**src/rtl/door_alarm_pkg.sv**
```systemverilog
package door_alarm_pkg;
  localparam int SENSE_W = 3;
  localparam int ARM_IDX = 2;
  typedef enum logic {ST_IDLE = 1'b0, ST_ALARM = 1'b1} alarm_state_e;
endpackage

```
**src/rtl/dalm_in_stage.sv**
```systemverilog
module dalm_in_stage #(
  parameter int W = 3
) (
  input  logic         clk,
  input  logic         rst_n,
  input  logic [W-1:0] d,
  output logic [W-1:0] q
);
  always_ff @(posedge clk or negedge rst_n) begin
    if (!rst_n) q <= '0;
    else        q <= d;
  end
endmodule

```
**src/rtl/dalm_qualify.sv**
```systemverilog
module dalm_qualify #(
  parameter int QUAL_CYC = 8
) (
  input  logic clk,
  input  logic rst_n,
  input  logic cond,
  output logic fire
);
  localparam int CW = (QUAL_CYC < 2) ? 1 : $clog2(QUAL_CYC);
  localparam logic [CW-1:0] LAST = CW'(QUAL_CYC - 1);

  logic [CW-1:0] cnt_q, cnt_nx;
  logic          cnt_en;

  assign fire = cond && (cnt_q == LAST);

  always_comb begin
    cnt_en = 1'b1;
    cnt_nx = cnt_q + 1'b1;
    if (!cond || fire) cnt_nx = '0;
  end

  always_ff @(posedge clk or negedge rst_n) begin
    if (!rst_n)      cnt_q <= '0;
    else if (cnt_en) cnt_q <= cnt_nx;
  end

  // counter stays below the window length
  a_r8_count_bounded: assert property (@(posedge clk) disable iff (!rst_n)
    int'(cnt_q) < QUAL_CYC);
  // a dropped condition restarts qualification
  a_r5_drop_clears: assert property (@(posedge clk) disable iff (!rst_n)
    !cond |=> cnt_q == '0);
endmodule

```
**src/rtl/dalm_fsm.sv**
```systemverilog
module dalm_fsm
  import door_alarm_pkg::*;
(
  input  logic               clk,
  input  logic               rst_n,
  input  logic [SENSE_W-1:0] sense_q,
  input  logic               fire,
  output logic               cond,
  output alarm_state_e       state_q,
  output alarm_state_e       state_nx
);
  logic armed, tripped;

  assign armed   = sense_q[ARM_IDX];
  assign tripped = |sense_q[ARM_IDX-1:0];

  always_comb begin
    cond     = 1'b0;
    state_nx = state_q;
    unique case (state_q)
      ST_IDLE: begin
        cond = armed && tripped;
        if (fire) state_nx = ST_ALARM;
      end
      ST_ALARM: begin
        cond = !armed;
        if (fire) state_nx = ST_IDLE;
      end
      default: state_nx = ST_IDLE;
    endcase
  end

  always_ff @(posedge clk or negedge rst_n) begin
    if (!rst_n) state_q <= ST_IDLE;
    else        state_q <= state_nx;
  end

  // entering alarm needs armed plus a tripped sensor
  a_r4_entry_qualified: assert property (@(posedge clk) disable iff (!rst_n)
    (state_q == ST_ALARM && $past(state_q) == ST_IDLE) |->
      ($past(sense_q[ARM_IDX]) && $past(|sense_q[ARM_IDX-1:0])));
  // leaving alarm needs the arming bit cleared
  a_r7_exit_needs_disarm: assert property (@(posedge clk) disable iff (!rst_n)
    (state_q == ST_IDLE && $past(state_q) == ST_ALARM) |-> !$past(sense_q[ARM_IDX]));
endmodule

```
**src/rtl/door_alarm_ctrl.sv**
```systemverilog
module door_alarm_ctrl
  import door_alarm_pkg::*;
#(
  parameter int QUAL_CYC = 8
) (
  input  logic       clk,
  input  logic       rst_n,
  input  logic [2:0] sense,
  output logic       siren,
  output logic       alarm_state
);
  logic [SENSE_W-1:0] sense_q;
  logic               cond, fire;
  alarm_state_e       st_q, st_nx;
  logic               siren_q;

  dalm_in_stage #(.W(SENSE_W)) u_in (
    .clk(clk), .rst_n(rst_n), .d(sense), .q(sense_q));

  dalm_qualify #(.QUAL_CYC(QUAL_CYC)) u_qual (
    .clk(clk), .rst_n(rst_n), .cond(cond), .fire(fire));

  dalm_fsm u_fsm (
    .clk(clk), .rst_n(rst_n), .sense_q(sense_q), .fire(fire),
    .cond(cond), .state_q(st_q), .state_nx(st_nx));

  always_ff @(posedge clk or negedge rst_n) begin
    if (!rst_n) siren_q <= 1'b0;
    else        siren_q <= (st_nx == ST_ALARM);
  end

  assign siren       = siren_q;
  assign alarm_state = st_q;

  // siren register tracks the state register
  a_r2_siren_tracks_state: assert property (@(posedge clk) disable iff (!rst_n)
    siren == alarm_state);
  // reset state
  a_r1_reset_idle: assert property (@(posedge clk)
    !rst_n |-> (!siren && !alarm_state));
endmodule

```
**config.mk**
```make
export PLATFORM = sky130hd
export DESIGN_NAME = door_alarm_ctrl
export DESIGN_NICKNAME = d
export VERILOG_FILES = /design/src/rtl/door_alarm_pkg.sv /design/src/rtl/dalm_in_stage.sv /design/src/rtl/dalm_qualify.sv /design/src/rtl/dalm_fsm.sv /design/src/rtl/door_alarm_ctrl.sv
export SDC_FILE = /design/constraint.sdc
export NUM_CORES = 1
export LEC_CHECK = 0
export ABC_AREA = 1
export BUFFER_PORTS_ARGS = -buffer_cell sky130_fd_sc_hd__clkbuf_2
export CAP_MARGIN = 25
export CORE_AREA = 5 5 42 44
export DETAILED_ROUTE_END_ITERATION = 10
export DIE_AREA = 0 0 47 49
export SYNTH_ARGS = -nofsm -noshare
export SYNTH_HDL_FRONTEND = slang
export SYNTH_SLANG_ARGS = --single-unit
export TNS_END_PERCENT = 50
```
**constraint.sdc**
```tcl
create_clock -name clk -period 2.2 [get_ports clk]
set_input_delay 0.22 -clock clk [delete_from_list [all_inputs] [get_ports clk]]
set_output_delay 0.22 -clock clk [all_outputs]
set_load 0.02 [all_outputs]
```
* After elaboration in Yosys (flattened, before gate mapping)
Index checks and enable logic that the tools add are counted.
Cells by class: reduce and logical (&&, ||, !) cells 6, mux-type cells 5, add/sub/neg operators 1, equality and inequality tests 1, bitwise logic cells 1
Operators by type and width (number):
- 1-bit one-hot mux with 2 select lines | 2
- 3-bit by 1-bit adder with 3-bit output (second input constant) | 1
- 3-bit == test (second input constant) | 1
- 3-bit 2-to-1 mux | 1
- 1-bit logical AND | 2
- 1-bit zero test | 2
- 1-bit 2-to-1 mux | 2
- 2-bit OR reduction | 1
- 1-bit logical OR | 1
- 1-bit NOT | 1
Storage, ports and cells: input port bits 5, word-level logic and storage cells 17, register bits after elaboration 7

* Logic depth before layout (Yosys ltp)
depth after elaboration 6, mapped depth 6

* Hierarchy
From an unflattened synthesis, not the netlist that was laid out.
Second synthesis, totals: cell total of the unflattened synthesis 28, area, all modules 300.3 um^2
By module, submodules not included:
- dalm_qualify | cells an instance 14, instances 1, area an instance 136.4 um^2
- dalm_in_stage | cells an instance 3, instances 1, area an instance 75.1 um^2
- dalm_fsm | cells an instance 10, instances 1, area an instance 63.8 um^2
- door_alarm_ctrl | cells an instance 1, instances 1, area an instance 25.0 um^2

* Least setup slack after synthesis
No wires, ideal clock.
path type reg2reg, from register u_qual.cnt_q[0], to register u_fsm.state_q, arrival 901 ps, stages on the path, launching flop included 5, setup slack 1181 ps, cells stage by stage dfrtp_1 > ha_1 > ha_1 > a21oi_1 > nor2_1
On the way: longest elaborated chain between the ends 4
RTL lines:
- from (decl) | line dalm_qualify.sv:12 | logic [CW-1:0] cnt_q, cnt_nx;
- from (signal assigned) | line dalm_qualify.sv:25 | else if (cnt_en) cnt_q <= cnt_nx;
- 3-bit == test * | line dalm_qualify.sv:15 | assign fire = cond && (cnt_q == LAST);
- 1-bit logical AND * | line dalm_qualify.sv:15
- 1-bit 2-to-1 mux (on tied branches) | line dalm_fsm.sv:27, dalm_fsm.sv:23
- 1-bit one-hot mux with 2 select lines * | line dalm_fsm.sv:20 | unique case (state_q)
- via st_nx | line door_alarm_ctrl.sv:14 | alarm_state_e st_q, st_nx;
- to (signal assigned) | line dalm_fsm.sv:35 | else state_q <= state_nx;
- to (decl) | line dalm_fsm.sv:9 | output alarm_state_e state_q,
Mark *: on every way through the listed nets, which the timed path passes. The rest lies on a longest branch.

* Worst setup path in the final report
from register u_qual.cnt_q[0], to register u_qual.cnt_q[0]
On the way: longest elaborated chain between the ends 4
RTL lines:
- parallel branches: the longest is 3 deep, another holds 3-bit by 1-bit adder with 3-bit output
- 3-bit 2-to-1 mux * | line dalm_qualify.sv:20 | if (!cond || fire) cnt_nx = '0;
- via u_qual.cnt_nx[0] | line dalm_qualify.sv:12
Mark *: on every way through the listed nets, which the timed path passes.

==> results.md <==
- Least-Margin Pin Slew: 179 ps
- Crit path max fanout: 3
- Crit Reg-Reg Startpoint: u_qual.cnt_q[0]$_DFF_PN0_
- Synth top area cells: dfrtp_1 (63%), ha_1 (9.0%), inv_1 (8.1%), nor2_1 (8.1%), nand2_1 (5.4%)
- Simple-Gate Fraction of Synth Area: between 15 and 20%
- Setup total negative slack: 0 ps
- #FFs+latches synth: 7
- Compound-cell area share of the yosys netlist: 1.79%
- Initial DRC count: 0
- Post-synthesis xor/xnor area fraction: 0%
- Mapped cell area: approximately 280 sq um
- First-pass GRT wire length: approximately 660 um
- Final instance area: around 360 sq um
- All-layer global routing usage: around 4.4%
- Final hold vios: 0
- Unrepaired setup endpoints after global routing: false
- Synthesized instance count: 28
- Die W: 47 um
- Register Area: around 180 sq um
- Antenna violations before repair: 0
- Reg-to-Reg End: u_qual.cnt_q[0]$_DFF_PN0_
- DRT antenna net count: 0
- Leakage dissipation: 0.000207 uW
- Critical path capture point type: register
- Mux cell area share after synthesis: 0%
- Final Critical Period: 1080 ps
- DP Area: ~320 sq um
- WHS Endpoint: u_in.q[1]$_DFF_PN0_
- TritonCTS Buffers: 3
- Flop-to-flop setup slack: between 1000 and 1500 ps
- GR Overflow Total: 0
- CP startpoint kind: register
- Adder-cell share of the synthesized area: 8.97%
- Largest area contributor in the netlist: dfrtp_1
- Syn avg cell area: about 10 sq um
- Drt pass-1 iters: 1
- Hold path cells: 1
- Slowest library cell on the worst path: dfrtp_1
- Dpl ws: 1120 ps
- Max Buffers Root-to-Sink: 2
- Core ar.: 1400 sq um
- Total of max-cap violations: 0
- Starting density of the core: 19.9%
- Area of the multi-input gates: 73.8 sq um
- CP cell instances: ha_1 -> ha_1 -> inv_1 -> nand2_2 -> nor2_1
- NumNets Final: 46
- Yosys warns: 0
- Worst vdd ir: ~0.42 mV
- Status: finished clean
- Routed len/inst: 7.07 um
- Largest family of logic cells by synthesized area: simple AND/OR/NAND/NOR gates
- PortBufs: 6
- Area Overhead vs Synth: 28.7%
- Vias in the first global route: around 160
- DP Wirelength: 286 um
- Clock sink total: 7
- Vias/cell: approximately 3.4
- Hold Crit Class: in2reg
- Worst-path clk slew: 60 ps
- Crit-path max cell delay: ~380 ps
- Crit path top cell by count: ha_1
- Post-synthesis sequential area ratio: a little over three fifths
- Max Transition Viols Final: 0
- Share of layout cells above drive strength 1: 28.9%
- FILL cells: between 150 and 200
- Die Footprint: between 2000 and 2500 sq um
- Antenna cell count: 0
- Post-synthesis cell type count: 8
- Crit Path Class: reg2reg
- Crit path required time: 2380 ps
- Setup ws final: between 1000 and 1500 ps
- Largest net degree at the start of global routing: 8
- FMAX: approximately 0.9 GHz
- Cell Pwr Density: a little under 800 nW/um^2
- Syn Nets: 35
- Chip Height: approximately 49 um
- Tcrit/Tclk final: 49.1%
- Routed wire length: 382 um
- Clock Tree Root: clkbuf_4
- Rel. slew slack: 88.0%
- Clock Skews: 1.73 ps
- TritonCTS clock tree: done
- Data arrival, critical path: approximately 1300 ps
- Floorplan row count: 14
- DRC: 0
- Hold Path Origin: sense[1]
- Io pins: 7
- Final Wtd Congestion: ~0.65
- Postcts setup bufs: 0
- Reg2reg path depth: 5
- # setup viols final: 0
- Via count: about 180
- Worst skew pair latency: between 200 and 300 ps
- H-Tree Depth: 1
- Area share of the largest cell type after synthesis: a little over three fifths
## layout by cell type, fill, tap and decap left out, drive strengths merged
cell type,instances
a21oi,1
clkbuf,9
clkinv,1
dfrtp,7
dlygate4sd3,1
ha,2
inv,6
nand2,5
nor2,6
## worst max-delay path: cells and delay by family (launching register included)
family | cells | cell delay (ps)
adders and majority gates | 2 | 390
DFF | 1 | 380
and+or+nand+nor | 2 | 160
buffers and inverters | 1 | 80
## worst max path at each step
stage	from	depth (start not counted)	slack, ps	to
6_report	u_qual.cnt_q[0]$_DFF_PN0_	5	1120	u_qual.cnt_q[0]$_DFF_PN0_
5_1_grt	u_qual.cnt_q[0]$_DFF_PN0_	5	1040	u_qual.cnt_q[1]$_DFF_PN0_
4_1_cts	u_qual.cnt_q[0]$_DFF_PN0_	5	1110	u_qual.cnt_q[0]$_DFF_PN0_
3_5_place_dp	u_qual.cnt_q[0]$_DFF_PN0_	5	1120	u_qual.cnt_q[1]$_DFF_PN0_
3_3_place_gp	u_qual.cnt_q[0]$_DFF_PN0_	5	1150	u_qual.cnt_q[0]$_DFF_PN0_
2_1_floorplan	u_qual.cnt_q[0]$_DFF_PN0_	4	1180	u_fsm.state_q$_DFF_PN0_
## flip-flops by register name, indices dropped and copies added (netlist names)
register	cells
u_in.q	3
u_qual.cnt_q	3
u_fsm.state_q	1
## timing repair
action	in CTS	in global routing
hold buffers	1	0
resized for setup	0	0
hold endpoints to repair	7	0
## power breakdown
group          internal (uW)  total (uW)  switching [uW]
sequential               136         139            3.18
clock                   66.4         116            49.4
combinational           9.17        21.5            12.3
total                    211         276            64.9
## synthesized netlist by cell type
| cell type | number |
|---|---|
| a21oi_1 | 1 |
| buf_4 | 1 |
| dfrtp_1 | 7 |
| ha_1 | 2 |
| inv_1 | 6 |
| nand2_1 | 4 |
| nand2_2 | 1 |
| nor2_1 | 6 |
## per-stage QoR
stage | util, % | total power [uW] | std cells | hold slack, ps
after floorplan | - | 154 | 28 | -75.6
after global placement | 22.9 | 161 | 49 | 63.7
after detailed placement | 22.9 | 162 | 49 | 66.8
after CTS | 25.6 | 281 | 54 | 62.7
after global routing | 25.6 | 295 | 54 | 53.6
final | 25.6 | 276 | 54 | 72.7
## routing by layer
| layer | share of wire (%) | global-route usage, % | routed length [um] | vias up |
|---|---|---|---|---|
| met1 | 53 | 5.64 | 203 | 74 |
| met4 | 2.6 | 5.53 | 10 | 0 |
| met3 | 9.2 | 2.21 | 35 | 2 |
| met2 | 35 | 4.30 | 132 | 6 |
| met5 | 0 | 0 | 0 | - |
| li1 | - | - | - | 101 |
## logic make-up (layout without fill, tap and decap cells)
| family | Yosys count | in the layout |
|---|---|---|
| AOI/OAI and AO/OA | 1 | 1 |
| DFF | 7 | 7 |
| buffers and inverters | 7 | 17 |
| adders and majority gates | 2 | 2 |
| and+or+nand+nor | 11 | 11 |
## area by class of cell
type                    instances  share of cell area, %
clock buffers                   3                   6.27
repair buffers                  7                   11.1
inverters                       6                   6.27
clock inverters                 1                   1.39
flip-flops and latches          7                   48.8
well taps                      16                   5.57
multi-input cells              14                   20.6
No activity file was read; power rests on OpenSTA's default activity.
